<file path="config.mk">
export PLATFORM = sky130hd
export DESIGN_NAME = m2m_add_seq
export DESIGN_NICKNAME = d
export VERILOG_FILES = /design/src/rtl/m2m_add_pkg.sv /design/src/rtl/m2m_add_ctrl.sv /design/src/rtl/m2m_add_dpath.sv /design/src/rtl/m2m_add_seq.sv
export SDC_FILE = /design/constraint.sdc
export NUM_CORES = 1
export LEC_CHECK = 0
export ABC_CLOCK_PERIOD_IN_PS = 2600
export CAP_MARGIN = 20
export CORE_UTILIZATION = 40
export CTS_BUF_LIST = sky130_fd_sc_hd__clkbuf_16
export DETAILED_ROUTE_END_ITERATION = 7
export GPL_TIMING_DRIVEN = 0
export PLACE_DENSITY = 0.77
export SLEW_MARGIN = 10
export SYNTH_ARGS = -nofsm -noshare
export SYNTH_HDL_FRONTEND = slang
export SYNTH_HIERARCHICAL = 1
export SYNTH_SLANG_ARGS = --single-unit
</file>
<file path="constraint.sdc">
create_clock -name clk -period 2.6 [get_ports clk]
set_input_delay 0.26 -clock clk [delete_from_list [all_inputs] [get_ports clk]]
set_output_delay 0.26 -clock clk [all_outputs]
set_load 0.02 [all_outputs]
</file>
<file path="src/rtl/m2m_add_pkg.sv">
package m2m_add_pkg;
    parameter int ADDR_W = 10;
    parameter int DATA_W = 16;
    parameter int OPC_W  = 4;
    localparam int WORD_W = OPC_W + 2 * ADDR_W;
    localparam int PAD_W  = WORD_W - DATA_W;

    typedef logic [ADDR_W-1:0] addr_t;
    typedef logic [DATA_W-1:0] data_t;
    typedef logic [WORD_W-1:0] word_t;

    typedef struct packed {
        logic [OPC_W-1:0] opc;
        addr_t            src_a;
        addr_t            src_b;
    } instr_t;

    typedef enum logic [2:0] {
        S_IDLE, S_FETCH, S_DECODE, S_RDA, S_RDB, S_ADD, S_WRITE, S_FINISH
    } state_t;

    typedef enum logic [1:0] { SEL_PC, SEL_A, SEL_B } addr_sel_t;

    typedef struct packed {
        logic      rd;
        logic      wr;
        addr_sel_t sel;
        logic      ld_ir;
        logic      ld_opa;
        logic      ld_opb;
    } ctrl_t;

    function automatic data_t wrap_add(input data_t x, input data_t y);
        return x + y;
    endfunction

    function automatic word_t pad_word(input data_t d);
        return {{PAD_W{1'b0}}, d};
    endfunction
endpackage

</file>
<file path="src/rtl/m2m_add_ctrl.sv">
module m2m_add_ctrl
    import m2m_add_pkg::*;
(
    input  logic  clk,
    input  logic  rst,
    input  logic  start,
    output ctrl_t ctl,
    output logic  accept,
    output logic  busy,
    output logic  done
);
    state_t st, nxt;

    always_ff @(posedge clk) begin
        if (rst) st <= S_IDLE;
        else     st <= nxt;
    end

    always_comb begin
        ctl     = '0;
        ctl.sel = SEL_PC;
        nxt     = st;
        case (st)
            S_IDLE:   if (start) nxt = S_FETCH;
            S_FETCH:  begin ctl.rd = 1'b1; ctl.sel = SEL_PC; nxt = S_DECODE; end
            S_DECODE: begin ctl.ld_ir = 1'b1; nxt = S_RDA; end
            S_RDA:    begin ctl.rd = 1'b1; ctl.sel = SEL_A; nxt = S_RDB; end
            S_RDB:    begin ctl.rd = 1'b1; ctl.sel = SEL_B; ctl.ld_opa = 1'b1; nxt = S_ADD; end
            S_ADD:    begin ctl.ld_opb = 1'b1; nxt = S_WRITE; end
            S_WRITE:  begin ctl.wr = 1'b1; ctl.sel = SEL_A; nxt = S_FINISH; end
            S_FINISH: nxt = S_IDLE;
            default:  nxt = S_IDLE;
        endcase
    end

    assign accept = (st == S_IDLE) && start;
    assign busy   = (st != S_IDLE);
    assign done   = (st == S_FINISH);

    // one access per cycle
    p_single_access_r4: assert property (@(posedge clk) disable iff (rst)
        !(ctl.rd && ctl.wr));
    // done is a single-cycle pulse
    p_done_pulse_r8: assert property (@(posedge clk) disable iff (rst)
        done |=> !done);
    // no new fetch right after done
    p_idle_after_done_r9: assert property (@(posedge clk) disable iff (rst)
        done |=> !busy);
endmodule

</file>
<file path="src/rtl/m2m_add_dpath.sv">
module m2m_add_dpath
    import m2m_add_pkg::*;
(
    input  logic  clk,
    input  logic  rst,
    input  ctrl_t ctl,
    input  logic  accept,
    input  addr_t pc,
    input  word_t rdata,
    output addr_t addr,
    output word_t wdata
);
    addr_t  pc_q;
    instr_t ir;
    data_t  opa, opb;
    data_t  sum;
    logic   unused_bits;

    always_ff @(posedge clk) begin
        if (rst) begin
            pc_q <= '0;
            ir   <= '0;
            opa  <= '0;
            opb  <= '0;
        end else begin
            if (accept)     pc_q <= pc;
            if (ctl.ld_ir)  ir   <= instr_t'(rdata);
            if (ctl.ld_opa) opa  <= rdata[DATA_W-1:0];
            if (ctl.ld_opb) opb  <= rdata[DATA_W-1:0];
        end
    end

    always_comb begin
        case (ctl.sel)
            SEL_A:   addr = ir.src_a;
            SEL_B:   addr = ir.src_b;
            default: addr = pc_q;
        endcase
    end

    assign sum         = wrap_add(opa, opb);
    assign wdata       = pad_word(sum);
    assign unused_bits = ^{ir.opc, ctl.rd};

    // first operand held while the second arrives
    p_opa_held_r7: assert property (@(posedge clk) disable iff (rst)
        ctl.wr |-> $stable(opa));
    // upper write bits are zero
    p_wdata_pad_r6: assert property (@(posedge clk) disable iff (rst)
        ctl.wr |-> (wdata[WORD_W-1:DATA_W] == '0));
endmodule

</file>
<file path="src/rtl/m2m_add_seq.sv">
module m2m_add_seq
    import m2m_add_pkg::*;
(
    input  logic                 clk,
    input  logic                 rst,
    input  logic                 start,
    input  logic [ADDR_W-1:0]    pc,
    output logic                 busy,
    output logic                 done,
    output logic [ADDR_W-1:0]    mem_addr,
    output logic                 mem_rd,
    output logic                 mem_wr,
    output logic [WORD_W-1:0]    mem_wdata,
    input  logic [WORD_W-1:0]    mem_rdata
);
    ctrl_t ctl;
    logic  accept;

    m2m_add_ctrl u_ctrl (
        .clk    (clk),
        .rst    (rst),
        .start  (start),
        .ctl    (ctl),
        .accept (accept),
        .busy   (busy),
        .done   (done)
    );

    m2m_add_dpath u_dpath (
        .clk    (clk),
        .rst    (rst),
        .ctl    (ctl),
        .accept (accept),
        .pc     (pc),
        .rdata  (mem_rdata),
        .addr   (mem_addr),
        .wdata  (mem_wdata)
    );

    assign mem_rd = ctl.rd;
    assign mem_wr = ctl.wr;

    // fetch from the sampled pc right after an accepted start
    p_fetch_pc_r3: assert property (@(posedge clk) disable iff (rst)
        (!busy && start) |=> (mem_rd && mem_addr == $past(pc)));
    // done follows the write
    p_done_after_write_r8: assert property (@(posedge clk) disable iff (rst)
        mem_wr |=> done);
endmodule

</file>
* Word level (Yosys, flattened, before mapping)
Index checks and enable logic that the tools add are counted.
** Cells by class
- Add/sub/neg operators :: 1
- Equality and inequality tests :: 10
- Muxes and demuxes :: 9
- Reductions and logical operators :: 5
** Operators with widths (count)
- one-hot mux 3 bit (8 select lines) :: 1
- one-hot mux 10 bit (2 select lines) :: 1
- adder 16 bit :: 1
- == test 3 bit, second input constant :: 4
- == test 3 x 2 -> 1 bit, second input constant :: 2
- 2-to-1 mux 1 bit :: 5
- one-hot mux 2 bit (2 select lines) :: 1
- == test 3 x 1 -> 1 bit, second input constant :: 1
- logical NOT 3 bit :: 1
- 2-to-1 mux 3 bit :: 1
- nonzero test 3 bit :: 1
- OR reduction 3 bit :: 1
- == test 2 x 1 -> 1 bit, second input constant :: 1
- == test 2 bit, second input constant :: 1
- != test 2 bit, second input constant :: 1
- OR reduction 2 bit :: 1
- logical AND 1 bit :: 1
** Storage, ports and cells
- Bits in registers :: 65
- Bits of input ports :: 37
- Output and inout bits :: 38
- Word-level logic and storage cells :: 31

* Longest topological paths before layout
Gate-level depths: netlist (run 1).
- Word-level depth :: 5
- Depth in mapped cells :: 8
- Mapped depth without buffers :: 7

* By module
The synthesis (run 1) kept the hierarchy.
** Modules (own cells, without submodules)
- m2m_add_dpath :: times used 1, cells each 339, area each 3146.8 um^2, sequential area each 1241.2 um^2
- m2m_add_ctrl :: times used 1, cells each 27, area each 225.2 um^2, sequential area each 60.1 um^2

* Worst setup path after synthesis (run 1)
OpenSTA, ideal clock, no wires.
- Path kind :: register -> output
- Start :: register u_dpath.opa[0]
- End :: output mem_wdata[10]
- Arrival :: 2124 ps
- Required time :: 2340 ps
- Slack :: 216 ps
- Cell stages (with the launch flop) :: 8
- Path buffers :: 0
- Cells stage by stage :: dfxtp_1 -> ha_1 -> fa_1 -> a21o_1 -> a221oi_2 -> nor3_1 -> or2_1 -> xor2_1
** On the way
- Longest elaborated chain between the ends :: 1
** Ends and longest elaborated chain
- start, declared :: RTL line m2m_add_dpath.sv:15 : data_t opa, opb;
- start signal, assigned :: RTL line m2m_add_dpath.sv:28 : if (ctl.ld_opa) opa <= rdata[DATA_W-1:0];
- adder 16 bit :: RTL line m2m_add_pkg.sv:34 : return x + y;
- end, declared :: RTL line m2m_add_seq.sv:13 : output logic [WORD_W-1:0] mem_wdata,
No other way between the ends.

* Worst setup path in the final report (run 1)
- Start :: register u_dpath.opb[0]
- End :: output mem_wdata[14]
** On the way
- Longest elaborated chain between the ends :: 1
** Ends and longest elaborated chain
- start, declared :: RTL line m2m_add_dpath.sv:15
- start signal, assigned :: RTL line m2m_add_dpath.sv:29 : if (ctl.ld_opb) opb <= rdata[DATA_W-1:0];
- adder 16 bit :: RTL line m2m_add_pkg.sv:34
No other way between the ends.

==> run summary, run 1 <==
The combined global-route utilization of all metal layers came out at 19.8%. The power per unit of standard cell area came out at 602 nW/µm². In this run, synthesis inferred 0 flip-flops with an integrated enable. The total count of max-transition violations in the final report is 0. In the synthesized netlist the dominant register cell turns out to be sky130_fd_sc_hd__dfxtp_1. The remaining global-route overflow came out at 0.

The number of buffers added to fix hold violations after cts is 0. The overall die height is 93.8 µm. Ranked by total cell area, the synthesized netlist is headed by sky130_fd_sc_hd__dfxtp_1 39%, sky130_fd_sc_hd__mux2i_1 18%, sky130_fd_sc_hd__nor2_1 7.9%, sky130_fd_sc_hd__ha_1 6.3%, sky130_fd_sc_hd__xnor2_1 2.9%. The count of input and output buffers came out at 62.

The synthesized netlist occupies a cell area of 3370 µm². At the placement stage, the worst setup path has a slack of -397 ps. The standard-cell row count came out at 33. No sink is reached through more buffers than the 2 on the longest clock path. The slew at the pin closest to its max-slew limit came out at 754 ps. The worst hold margin is 492 ps. After synthesis the netlist holds a flip-flop and latch count of 65.

The count of synthesis-stage warnings from yosys is 6. The average detailed-routed wire length per instance came out at 14.9 µm. The number of setup violations in the final report is 2. The routed via count is 2,887. The synthesized netlist cell count is 366. The most common cell in the synthesized netlist is sky130_fd_sc_hd__nor2_1.

The via count of the first global-routing pass came out at 2,779. From left edge to right edge, the die measures 93.8 µm. The cell area reported after detailed placement is 4150 µm². The clock drives 65 sinks.

The final clock period utilization by the worst path came out at 104%. The detail route stage leaves a number of antenna-violating nets equal to 0. After synthesis, the most frequently instantiated cells are 71 x sky130_fd_sc_hd__nor2_1, 65 x sky130_fd_sc_hd__dfxtp_1, 62 x sky130_fd_sc_hd__mux2i_1. Relative to the synthesized area, the layout overhead comes to 33.6%.

The leakage power summed over all cells is 0.00186 µW. The nature of the critical path endpoint is a primary output. The number of failing hold endpoints at the final stage is 0. Entering global routing, the biggest net connects 12 pins. The worst pin sits at a relative slew slack of 49.7%. The sequential area share after synthesis is 38.6%. The maximum level of the CTS H-tree is 3. The HPWL after detailed placement is 6010 µm. The minimum clock period is 2710 ps. The global placement routability congestion came out at 0.866. After detailed routing, the number of remaining DRC violations is 2.

sky130_fd_sc_hd__dfxtp_1 takes more of the synthesized area than any other cell. The final total negative setup slack is -132 ps. Of all nets on the critical path, the largest fanout is 4. TritonCTS built the clock tree. The total routed wirelength is 8350 µm.

The CTS clock-pin slew for the worst setup and hold paths came out at 50 ps. Static timing analysis puts the maximum clock frequency at 0.369 GHz. The number of distinct library cells after synthesis came out at 44. The worst hold path belongs to the class flop to flop. The violation count after the first detailed-route iteration came out at 186. The count of max-cap constraint violations is 0. Averaged over all synthesized cells, the footprint is 9.21 µm². The fraction of layout instances using a drive strength above 1 is 17.6%. Setup repair after global routing could not meet its margin everywhere. The area inside the core boundary is 8180 µm². The starting density of the core is 41.2%.

The nature of the critical path startpoint is a flop. The share of flip-flops with an asynchronous set or reset came out at 0%. In this run the count of I/O pins placed on the die edge is 75.

The average via count per standard cell came out at 5.16. The number of antenna violations at the first check in global routing is 0. The global-route wire length before repair is 13,400 µm. The pre-antenna-repair detailed-routing pass consisted of 7 iterations. The checks that failed: design-rule violations, negative setup slack.

The post-layout net count came out at 505. The later-pin clock latency in the skew report came out at 320 ps. The number of antenna diodes in the final layout is 0.

The arrival time at the worst endpoint came out at 2450 ps. After routing the design area is 4510 µm². Clock tree synthesis selected as its root buffer the cell sky130_fd_sc_hd__clkbuf_16.

The fraction of synthesized cell area taken by the top area cell type is 38.6%. The run finished, with violations left. The critical path is of the flop to primary output type. The largest clock skew in the final design came out at 5.43 ps.

The final critical-path setup slack came out at -107 ps. The worst-case IR drop observed on VDD is 0.000395 V. The data required time of the critical path came out at 2340 ps. The floorplan step defined a die boundary enclosing 8800 µm². The number of clock buffers added by TritonCTS is 9.
metrics by stage:
stage	util [%]	total power (µW)	std cells
2_1_floorplan	-	1340	373
3_3_place_gp	50.8	1490	540
3_5_place_dp	50.8	1500	540
4_1_cts	54.8	2740	556
5_1_grt	55.1	2820	560
6_report	55.1	2710	560
cell families (layout without fill, tap and decap cells):
| logic type | Yosys count | after routing | share of synthesized area, % |
|---|---|---|---|
| other | 1 | 8 | 0.111 |
| and+or+nand+nor | 109 | 109 | 13.8 |
| buffers and inverters | 36 | 118 | 5.53 |
| xor gates and xnor gates | 16 | 16 | 4.16 |
| AOI/OAI and AO/OA | 59 | 59 | 12.5 |
| adders and majority gates | 18 | 18 | 6.90 |
| muxes | 62 | 62 | 18.4 |
| DFF | 65 | 65 | 38.6 |
path summary, 6_finish.rpt:
kind              startpoint              end  slack, ps  depth (start not counted)
max reg2reg     u_ctrl/st[0]  u_dpath/opb[14]        510                          6
min reg2reg  u_dpath/pc_q[5]  u_dpath/pc_q[5]        490                          2
min          u_dpath/pc_q[5]  u_dpath/pc_q[5]        490                          2
max           u_dpath/opb[0]    mem_wdata[14]       -110                          9
state kept, by name, summed over array words and instances (netlist names):
signal	flops
u_ctrl/st	3
u_dpath/ir	20
u_dpath/opa	16
u_dpath/pc_q	10
u_dpath/opb	16
metal layers:
| layer | GRT usage [%] | share of wire (%) |
|---|---|---|
| met3 | 4.77 | 5.8 |
| met4 | 6.41 | 1.3 |
| met5 | 0 | 0 |
| met1 | 24.7 | 44 |
| met2 | 33.3 | 49 |
critical path: stages, from the launching register on:
cell and delay, ps:
sky130_fd_sc_hd__dfxtp_2 330, sky130_fd_sc_hd__ha_4 170, sky130_fd_sc_hd__fa_2 360, sky130_fd_sc_hd__a21o_1 200, sky130_fd_sc_hd__a221oi_4 310, sky130_fd_sc_hd__buf_4 170, sky130_fd_sc_hd__nor2_2 40, sky130_fd_sc_hd__a211oi_2 210
sky130_fd_sc_hd__xnor2_1 160, sky130_fd_sc_hd__buf_4 170
layout make-up:
class                      instances  area, µm²
timing repair buffer              68        578
multi-input combinational        272       2000
inverter                           6       22.5
tap                              105        131
clock buffer                       9        225
buffer                            28        159
clock inverter                     7       86.3
fill                             745       3670
sequential                        65       1310
what timing repair did:
| action | CTS | global route |
|---|---|---|
| pin swaps | 10 | 6 |
| resized for setup | 64 | 43 |
| endpoints found under the setup margin | 21 | 19 |
| buffers inserted | 2 | 4 |
layout by cell type, fill, tap and decap left out, types with 9 or more instances in the layout:
master                            synthesis  layout
sky130_fd_sc_hd__nor2_1                  71      70
sky130_fd_sc_hd__dfxtp_1                 65      62
sky130_fd_sc_hd__mux2i_1                 62      62
sky130_fd_sc_hd__clkdlybuf4s50_1          0      41
sky130_fd_sc_hd__buf_4                   10      20
sky130_fd_sc_hd__nand2_1                 18      18
sky130_fd_sc_hd__clkbuf_2                 0      14
sky130_fd_sc_hd__ha_1                    17      12
sky130_fd_sc_hd__xnor2_1                 11      11
sky130_fd_sc_hd__a22oi_1                 10      10
sky130_fd_sc_hd__o21ai_0                 11      10
sky130_fd_sc_hd__clkbuf_1                14      10
sky130_fd_sc_hd__clkbuf_16                0       9
sky130_fd_sc_hd__a21o_1                   9       9
sky130_fd_sc_hd__a21oi_1                  9       9
report_power, final:
group | switching [µW] | total [µW] | internal, µW
clock network | 412 | 1240 | 829
registers | 28.8 | 1070 | 1050
logic | 213 | 397 | 185
Power figures use the tool's default switching activity.
==> run 2: changes to the inputs <==
--- a/config.mk
+++ b/config.mk
@@ -7,11 +7,11 @@
 export LEC_CHECK = 0
 export ABC_CLOCK_PERIOD_IN_PS = 2600
 export CAP_MARGIN = 20
-export CORE_UTILIZATION = 40
+export CORE_UTILIZATION = 45
 export CTS_BUF_LIST = sky130_fd_sc_hd__clkbuf_16
 export DETAILED_ROUTE_END_ITERATION = 7
 export GPL_TIMING_DRIVEN = 0
-export PLACE_DENSITY = 0.77
+export PLACE_DENSITY = 0.84
 export SLEW_MARGIN = 10
 export SYNTH_ARGS = -nofsm -noshare
 export SYNTH_HDL_FRONTEND = slang
==> run 2 against run 1 <==
Net effect: the run ends with negative setup slack left; cell count shrank 1.3%; sequential share of layout area grew 0.17 points; die area shrank 11%; global-route usage grew 1.9 points; first-iteration DRC count shrank 4.8%; largest cell class unchanged.
==> run summary, run 2 (same netlist as run 1, synthesis figures left out) <==
The routed via count came out at 2,878 (was 2,887). The post-route antenna net violation count is 0 (unchanged). The starting density of the core is 46.5% (was 41.2%).

The standard-cell row count came out at 31 (was 33). The count of placed standard cells in the final layout, fillers left out is 553 (was 560). Critical-path cell list: ha_4 > fa_2 > a21o_1 > a221oi_4 > nor3_2 > o41ai_2 > xnor2_1 > buf_4 (was ha_4 > fa_2 > a21o_1 > a221oi_4 > buf_4 > nor2_2 > a211oi_2 > xnor2_1 > buf_4). The nature of the critical path endpoint is a primary output (unchanged). The synthesis-to-finish area growth came out at 32.7% (was 33.6%). The most common library cell in the layout ignoring fill and taps is sky130_fd_sc_hd__nor2_1 (unchanged). Top Registers: u_dpath/ir: 20 flops, u_dpath/opa: 16 flops, u_dpath/opb: 16 flops (unchanged).

The share of power burned in combinational logic is 15.3% (was 14.6%). Failing checks: negative setup slack (was design-rule violations, negative setup slack). The net switching share of the total power is 24.9% (was 24.1%). The worst hold path stage count came out at 2 (unchanged). The pin count of the biggest net entering global routing came to 11 (was 12). The remaining global-route overflow is 0 (unchanged).

The sequential cell fraction of total power came out at 41.3% (was 39.6%). The top-level port count came to 75 (unchanged). The met1 wire length came to 3510 µm (was 3650 µm).

The start point of the critical path is u_dpath/opb[0] (unchanged). The count of max-cap constraint violations is 0 (unchanged). The TritonCTS clock tree was built (unchanged). The highest achievable clock rate came out at 0.382 GHz (was 0.369 GHz). The final critical-path setup slack is -15.0 ps (was -107 ps). The sum of net half-perimeters after detailed placement came out at 6000 µm (was 6010 µm). The number of DRC violations after detailed routing came out at 0 (was 2). The critical path depth came out at 8 (was 9). The later-pin clock latency in the skew report came out at 320 ps (about the same). The nature of the critical path startpoint was a flop (unchanged). The highest metal layer with signal wires was met4 (unchanged).

Setup repair after global routing missed its margin: true (unchanged). The final clock period utilization by the worst path came out at 101% (was 104%). The leakage power summed over all cells came out at 0.00186 µW (about the same). The longest individual stage delay on the worst path is 350 ps (was 360 ps). The cell area reported after detailed placement came to 4140 µm² (was 4150 µm²). The slew at the pin closest to its max-slew limit came out at 739 ps (was 754 ps).

The setup slack of the worst register-to-register path came out at 470 ps (was 510 ps). The largest clock skew in the final design is 6.41 ps (was 5.43 ps). The number of failing hold endpoints at the final stage is 0 (unchanged).

The switching power of the nets was 648 µW (was 653 µW). The worst reg-to-reg path cell count came to 6 (unchanged). The total inserted antenna cells is 0 (unchanged).

The internal portion of total power is 1950 µW (was 2060 µW). The minimum clock period came to 2620 ps (was 2710 ps). The data required time of the critical path is 2340 ps (about the same). The combined global-route utilization of all metal layers is 21.7% (was 19.8%).

The die area is 7840 µm² (was 8800 µm²). The power share of the clock group is 43.3% (was 45.7%). The worst relative slew slack is 50.7% (was 49.7%). The average via count per standard cell came out at 5.20 (was 5.16). The CTS clock-pin slew for the worst setup and hold paths is 50 ps (about the same).

The buffer cell driving the clock tree root is sky130_fd_sc_hd__clkbuf_16 (unchanged). The count of input and output buffers is 62 (unchanged). The routed length on met3 is 465 µm (was 481 µm). The total count of max-transition violations in the final report came out at 0 (unchanged). The class of the tightest hold or removal check is flop to flop (unchanged). The maximum level of the CTS H-tree came out at 3 (unchanged). The overall die height is 88.6 µm (was 93.8 µm). The final total negative setup slack was -16.4 ps (was -132 ps).

The die boundary width came out at 88.6 µm (was 93.8 µm). The buffer depth of the longest clock path came out at 2 (unchanged). The number of flip-flops under the largest register name is 20 (unchanged). Most used cells in the layout excluding fill and tap cells: 70 x sky130_fd_sc_hd__nor2_1, 63 x sky130_fd_sc_hd__dfxtp_1, 62 x sky130_fd_sc_hd__mux2i_1 (was 70 x sky130_fd_sc_hd__nor2_1, 62 x sky130_fd_sc_hd__dfxtp_1, 62 x sky130_fd_sc_hd__mux2i_1).

The total number of clock tree sinks came out at 65 (unchanged). The highest net fanout along the worst path came out at 4 (unchanged). The total instance count after detailed placement was 534 (was 540). The capturing element of the worst setup path is mem_wdata[12] (was mem_wdata[14]). The number of setup violations in the final report came out at 2 (unchanged). The fraction of layout instances using a drive strength above 1 came out at 16.3% (was 17.6%). The register ranked first by flip-flop count is u_dpath/ir (unchanged). The total CTS buffers is 9 (unchanged).

The number of buffers and inverters on the critical path came out at 1 (was 2). The power per unit of standard cell area is 581 nW/µm² (was 602 nW/µm²). The area inside the core boundary came out at 7250 µm² (was 8180 µm²).

The cell at the slowest stage of the critical path is sky130_fd_sc_hd__a221oi_4 (was sky130_fd_sc_hd__fa_2). The worst slack at placement came out at -409 ps (was -397 ps). The reg-to-reg critical path startpoint is u_ctrl/st[1] (was u_ctrl/st[0]). The global-route wire length before repair is 12,700 µm (was 13,400 µm). The post-route cell area is 4470 µm² (was 4510 µm²). The number of buffers added to fix hold violations after cts is 0 (unchanged).

Result of the run: finished with violations (unchanged). The wire length on met2 is 4130 µm (was 4110 µm). The arrival time at the worst endpoint is 2360 ps (was 2450 ps). The number of iterations in the first detailed-routing pass was 5 (was 7).

The category of the critical setup timing path is flop to primary output (unchanged). The post-layout net count is 504 (was 505). The violation count after the first detailed-route iteration was 177 (was 186). The maximum VDD drop came to 0.000534 V (was 0.000395 V). The cell family with the largest share of critical-path delay is compound AO/OA/AOI/OAI gates (unchanged).

The via count of the first global-routing pass is 2,779 (unchanged). The average detailed-routed wire length per instance is 14.9 µm (about the same). The number of antenna violations at the first check in global routing came out at 0 (unchanged). The worst reg2reg path endpoint is u_dpath/opa[8] (was u_dpath/opb[14]). The global placement routability congestion is 0.837 (was 0.866). The total routed wirelength came out at 8240 µm (was 8350 µm).
[run 2: repair_timing]
| item | CTS | global route |
|---|---|---|
| buffers inserted | 2 | 3 |
| endpoints found under the setup margin | 21 | 21 |
| gates resized for setup | 59 | 44 |
| gates cloned | 0 | 0 |
| pin swaps | 9 | 2 |
[run 2: power by group through the flow]
stage,clock (µW),sequential [µW],combinational (µW)
after CTS,1140,1070,401
after global placement,0,1090,397
after detailed placement,0,1090,407
final,1130,1080,398
after floorplan,0,1080,256
after global routing,1190,1080,433
[run 2: area by class of cell]
type,instances,area (µm²)
fill,634,2780
multi-input combinational,272,2000
sequential,65,1300
timing repair buffer,67,582
clock buffer,9,225
buffer,28,159
tap,99,124
clock inverter,7,56.3
inverter,6,22.5
[run 2: metrics by stage]
| step | power (µW) | hold slack [ps] | utilization (%) |
|---|---|---|---|
| 2_1_floorplan | 1340 | 329 | - |
| 3_3_place_gp | 1490 | 475 | 57.1 |
| 3_5_place_dp | 1500 | 483 | 57.1 |
| 4_1_cts | 2620 | 495 | 61.6 |
| 5_1_grt | 2710 | 529 | 61.7 |
| 6_report | 2600 | 498 | 61.7 |
[run 2: worst min path at each step]
stage	endpoint	start
3_3_place_gp	u_dpath/ir[15]	u_dpath/ir[15]
3_5_place_dp	u_dpath/ir[10]	u_dpath/ir[10]
4_1_cts	u_dpath/ir[10]	u_dpath/ir[10]
2_1_floorplan	u_ctrl/st[2]	rst
5_1_grt	u_dpath/opb[11]	u_dpath/opb[11]
6_report	u_dpath/ir[3]	u_dpath/ir[3]
[run 2: per-layer routing]
layer  global-route usage (%)  vias up
met3                     6.34       15
met2                     36.4       91
met5                        0        -
li1                         -     1414
met4                     7.62        0
met1                     26.5     1358
[run 2: worst register-to-register path: stages, from the launching register on]
cell and delay (ps):
sky130_fd_sc_hd__dfxtp_1 300, sky130_fd_sc_hd__buf_2 170, sky130_fd_sc_hd__nor3b_2 290, sky130_fd_sc_hd__clkbuf_1 470, sky130_fd_sc_hd__buf_2 410, sky130_fd_sc_hd__mux2i_1 300, sky130_fd_sc_hd__nor2_1 60
==> run 3: changes to the inputs <==
--- a/config.mk
+++ b/config.mk
@@ -7,11 +7,12 @@
 export LEC_CHECK = 0
 export ABC_CLOCK_PERIOD_IN_PS = 2600
 export CAP_MARGIN = 20
-export CORE_UTILIZATION = 45
+export CORE_UTILIZATION = 51
 export CTS_BUF_LIST = sky130_fd_sc_hd__clkbuf_16
+export CTS_CLUSTER_SIZE = 12
 export DETAILED_ROUTE_END_ITERATION = 7
 export GPL_TIMING_DRIVEN = 0
-export PLACE_DENSITY = 0.84
+export PLACE_DENSITY = 0.92
 export SLEW_MARGIN = 10
 export SYNTH_ARGS = -nofsm -noshare
 export SYNTH_HDL_FRONTEND = slang
==> run 3 against run 2 <==
Net effect: cell count down 4.5%; sequential power about the same; critical path depth up 1; first-iteration DRC count down 33%; flip-flop and latch count unchanged; maximum frequency down 0.97%; sequential share of layout area up 0.59 points; the flow still finishes with violations (negative setup slack); highest routed layer unchanged.
==> run summary, run 3 (same netlist as run 1, synthesis figures left out) <==
The combined global-route utilization of all metal layers is 24.2% (was 21.7%). The total instance count after detailed placement came out at 512 (was 534). The share of power burned in combinational logic came out at 15.5% (was 15.3%). The fraction of layout instances using a drive strength above 1 is 16.0% (was 16.3%). The global-route wire length before repair is 13,500 µm (was 12,700 µm). The number of DRC violations after detailed routing came out at 0 (unchanged).

The cell at the slowest stage of the critical path is sky130_fd_sc_hd__dfxtp_2 (was sky130_fd_sc_hd__a221oi_4). The most common library cell in the layout ignoring fill and taps is sky130_fd_sc_hd__nor2_1 (unchanged). The data required time of the critical path is 2340 ps (about the same). The cell that appears most often on the critical path is sky130_fd_sc_hd__buf_4. The register ranked first by flip-flop count is u_dpath/ir (unchanged). The final clock period utilization by the worst path came out at 102% (was 101%). The standard-cell row count came out at 29 (was 31). The sum of net half-perimeters after detailed placement came out at 5860 µm (was 6000 µm). Result of the run: finished with violations (unchanged).

The synthesis-to-finish area growth came to 30.1% (was 32.7%). The total of fill cells in the finished design came out at 463 (was 634). The die area came out at 6940 µm² (was 7840 µm²). The number of setup violations in the final report came out at 2 (unchanged). The footprint of the multi-input gates came out at 1980 µm² (was 2000 µm²). The total number of clock tree sinks came out at 65 (unchanged). The top-level port count is 75 (unchanged).

The cell area reported after detailed placement is 4120 µm² (was 4140 µm²). The leakage power summed over all cells came to 0.00183 µW (was 0.00186 µW). The count of max-cap constraint violations came out at 0 (unchanged). The CTS clock-pin slew for the worst setup and hold paths is 50 ps (about the same).

The buffer cell driving the clock tree root is sky130_fd_sc_hd__clkbuf_16 (unchanged). The total inserted antenna cells is 0 (unchanged). The routed via count was 2,885 (was 2,878).

The nature of the critical path endpoint is a primary output (unchanged). The average via count per standard cell came out at 5.46 (was 5.20). The count of input and output buffers is 62 (unchanged). The nature of the critical path startpoint is a flop (unchanged). The violation count after the first detailed-route iteration came out at 118 (was 177). The largest clock skew in the final design came out at 5.36 ps (was 6.41 ps). The remaining global-route overflow came out at 0 (unchanged).

The post-layout net count came to 501 (was 504). The sequential cell fraction of total power is 41.5% (was 41.3%). The post-route cell area is 4390 µm² (was 4470 µm²). The minimum clock period came out at 2640 ps (was 2620 ps). The power per unit of standard cell area came out at 590 nW/µm² (was 581 nW/µm²). The global placement routability congestion was 0.863 (was 0.837).

The class of the tightest hold or removal check is flop to flop (unchanged). The final critical-path setup slack is -40.7 ps (was -15.0 ps). The internal portion of total power is 1950 µW (about the same).

The later-pin clock latency in the skew report is 320 ps (about the same). The highest achievable clock rate came out at 0.379 GHz (was 0.382 GHz). The number of antenna violations at the first check in global routing was 0 (unchanged).

The starting density of the core is 53.1% (was 46.5%). The arrival time at the worst endpoint came out at 2380 ps (was 2360 ps). The maximum level of the CTS H-tree is 3 (unchanged). Top Registers: u_dpath/ir: 20 flops, u_dpath/opa: 16 flops, u_dpath/opb: 16 flops (unchanged). The post-route antenna net violation count was 0 (unchanged). The average detailed-routed wire length per instance came out at 15.9 µm (was 14.9 µm).

The highest net fanout along the worst path is 3 (was 4). The number of iterations in the first detailed-routing pass is 4 (was 5). The slew at the pin closest to its max-slew limit came out at 709 ps (was 739 ps). The overall die height came out at 83.3 µm (was 88.6 µm). The longest individual stage delay on the worst path is 340 ps (was 350 ps). Setup repair after global routing missed its margin: true (unchanged). Failing checks: negative setup slack (unchanged). The buffer depth of the longest clock path is 2 (unchanged). Most used cells in the layout excluding fill and tap cells: 70 x sky130_fd_sc_hd__nor2_1, 63 x sky130_fd_sc_hd__dfxtp_1, 62 x sky130_fd_sc_hd__mux2i_1 (unchanged).

The pin count of the biggest net entering global routing came out at 11 (unchanged). The die boundary width came out at 83.3 µm (was 88.6 µm). The TritonCTS clock tree is built (unchanged). The sequential cell area is 1300 µm² (unchanged). Critical-path cell list: ha_4 > fa_2 > a21o_1 > a221oi_4 > buf_4 > nor2_2 > a211oi_2 > xnor2_1 > buf_4 (was ha_4 > fa_2 > a21o_1 > a221oi_4 > nor3_2 > o41ai_2 > xnor2_1 > buf_4).

The number of failing hold endpoints at the final stage came out at 0 (unchanged). The number of flip-flops under the largest register name came out at 20 (unchanged). The maximum VDD drop is 0.000568 V (was 0.000534 V).

The category of the critical setup timing path is flop to primary output (unchanged). The switching power of the nets came out at 638 µW (was 648 µW). The power share of the clock group came out at 42.9% (was 43.3%). The via count of the first global-routing pass is 2,821 (was 2,779). The net switching share of the total power is 24.6% (was 24.9%). The total CTS buffers was 9 (unchanged).

The area inside the core boundary is 6350 µm² (was 7250 µm²). The total count of max-transition violations in the final report was 0 (unchanged). The worst relative slew slack is 52.7% (was 50.7%).

The count of placed standard cells in the final layout, fillers left out is 528 (was 553). The total routed wirelength was 8410 µm (was 8240 µm).
[run 3: power by group through the flow]
stage	registers [µW]	logic, µW	clock network (µW)
finish	1080	402	1110
global route	1080	430	1180
detailed placement	1090	407	0
global placement	1090	395	0
CTS	1070	402	1130
floorplan	1080	256	0
[run 3: worst max-delay path: cells and delay by family, from the launching register on]
family          cells  cell delay [ps]
compound gates      3              690
flops               1              340
fa+ha+maj           2              510
buf+inv             2              330
xor+xnor            1              140
simple gates        1               40
[run 3: repair_timing]
action	CTS	global route
buffers inserted	0	2
resized for setup	63	39
pin swaps	5	4
hold endpoints to repair	0	0
setup endpoints to repair	21	19
hold buffers	0	0
[run 3: cell type report]
| class | count | share of cell area, % |
|---|---|---|
| Sequential cell | 65 | 29.7 |
| Inverter | 6 | 0.514 |
| Buffer | 28 | 3.62 |
| Clock buffer | 9 | 5.14 |
| Clock inverter | 7 | 1.23 |
| Tap cell | 77 | 2.20 |
| Multi-Input combinational cell | 272 | 45.1 |
| Timing Repair Buffer | 64 | 12.4 |
[run 3: final timing paths]
path / slack [ps] / depth (start not counted) / endpoint / from
setup / recovery: -40 / 9 / mem_wdata[14] / u_dpath/opb[0]
hold / removal: 510 / 2 / u_dpath/ir[9] / u_dpath/ir[9]
setup reg to reg: 450 / 6 / u_dpath/opb[11] / u_ctrl/st[0]
hold reg to reg: 510 / 2 / u_dpath/ir[9] / u_dpath/ir[9]
[run 3: stage by stage]
step / setup slack (ps) / power, µW / hold WS [ps] / util [%] / setup TNS, ps
floorplan: 216 / 1340 / 329 / - / 0
global placement: -348 / 1490 / 475 / 64.8 / -1260
detailed placement: -359 / 1500 / 489 / 64.8 / -2000
CTS: -79.9 / 2600 / 502 / 69.4 / -114
global route: -130 / 2690 / 531 / 69.1 / -398
finish: -40.7 / 2590 / 506 / 69.1 / -66.0
[run 3: per-layer routing]
| layer | vias to the layer above | global-route usage (%) | part of all wire [%] | wire length [µm] |
|---|---|---|---|---|
| met5 | - | 0 | 0 | 0 |
| met1 | 1360 | 30.8 | 45 | 3750 |
| li1 | 1415 | - | - | - |
| met3 | 10 | 6.06 | 5.5 | 463 |
| met2 | 100 | 40.8 | 49 | 4100 |
| met4 | 0 | 6.58 | 1.1 | 89 |
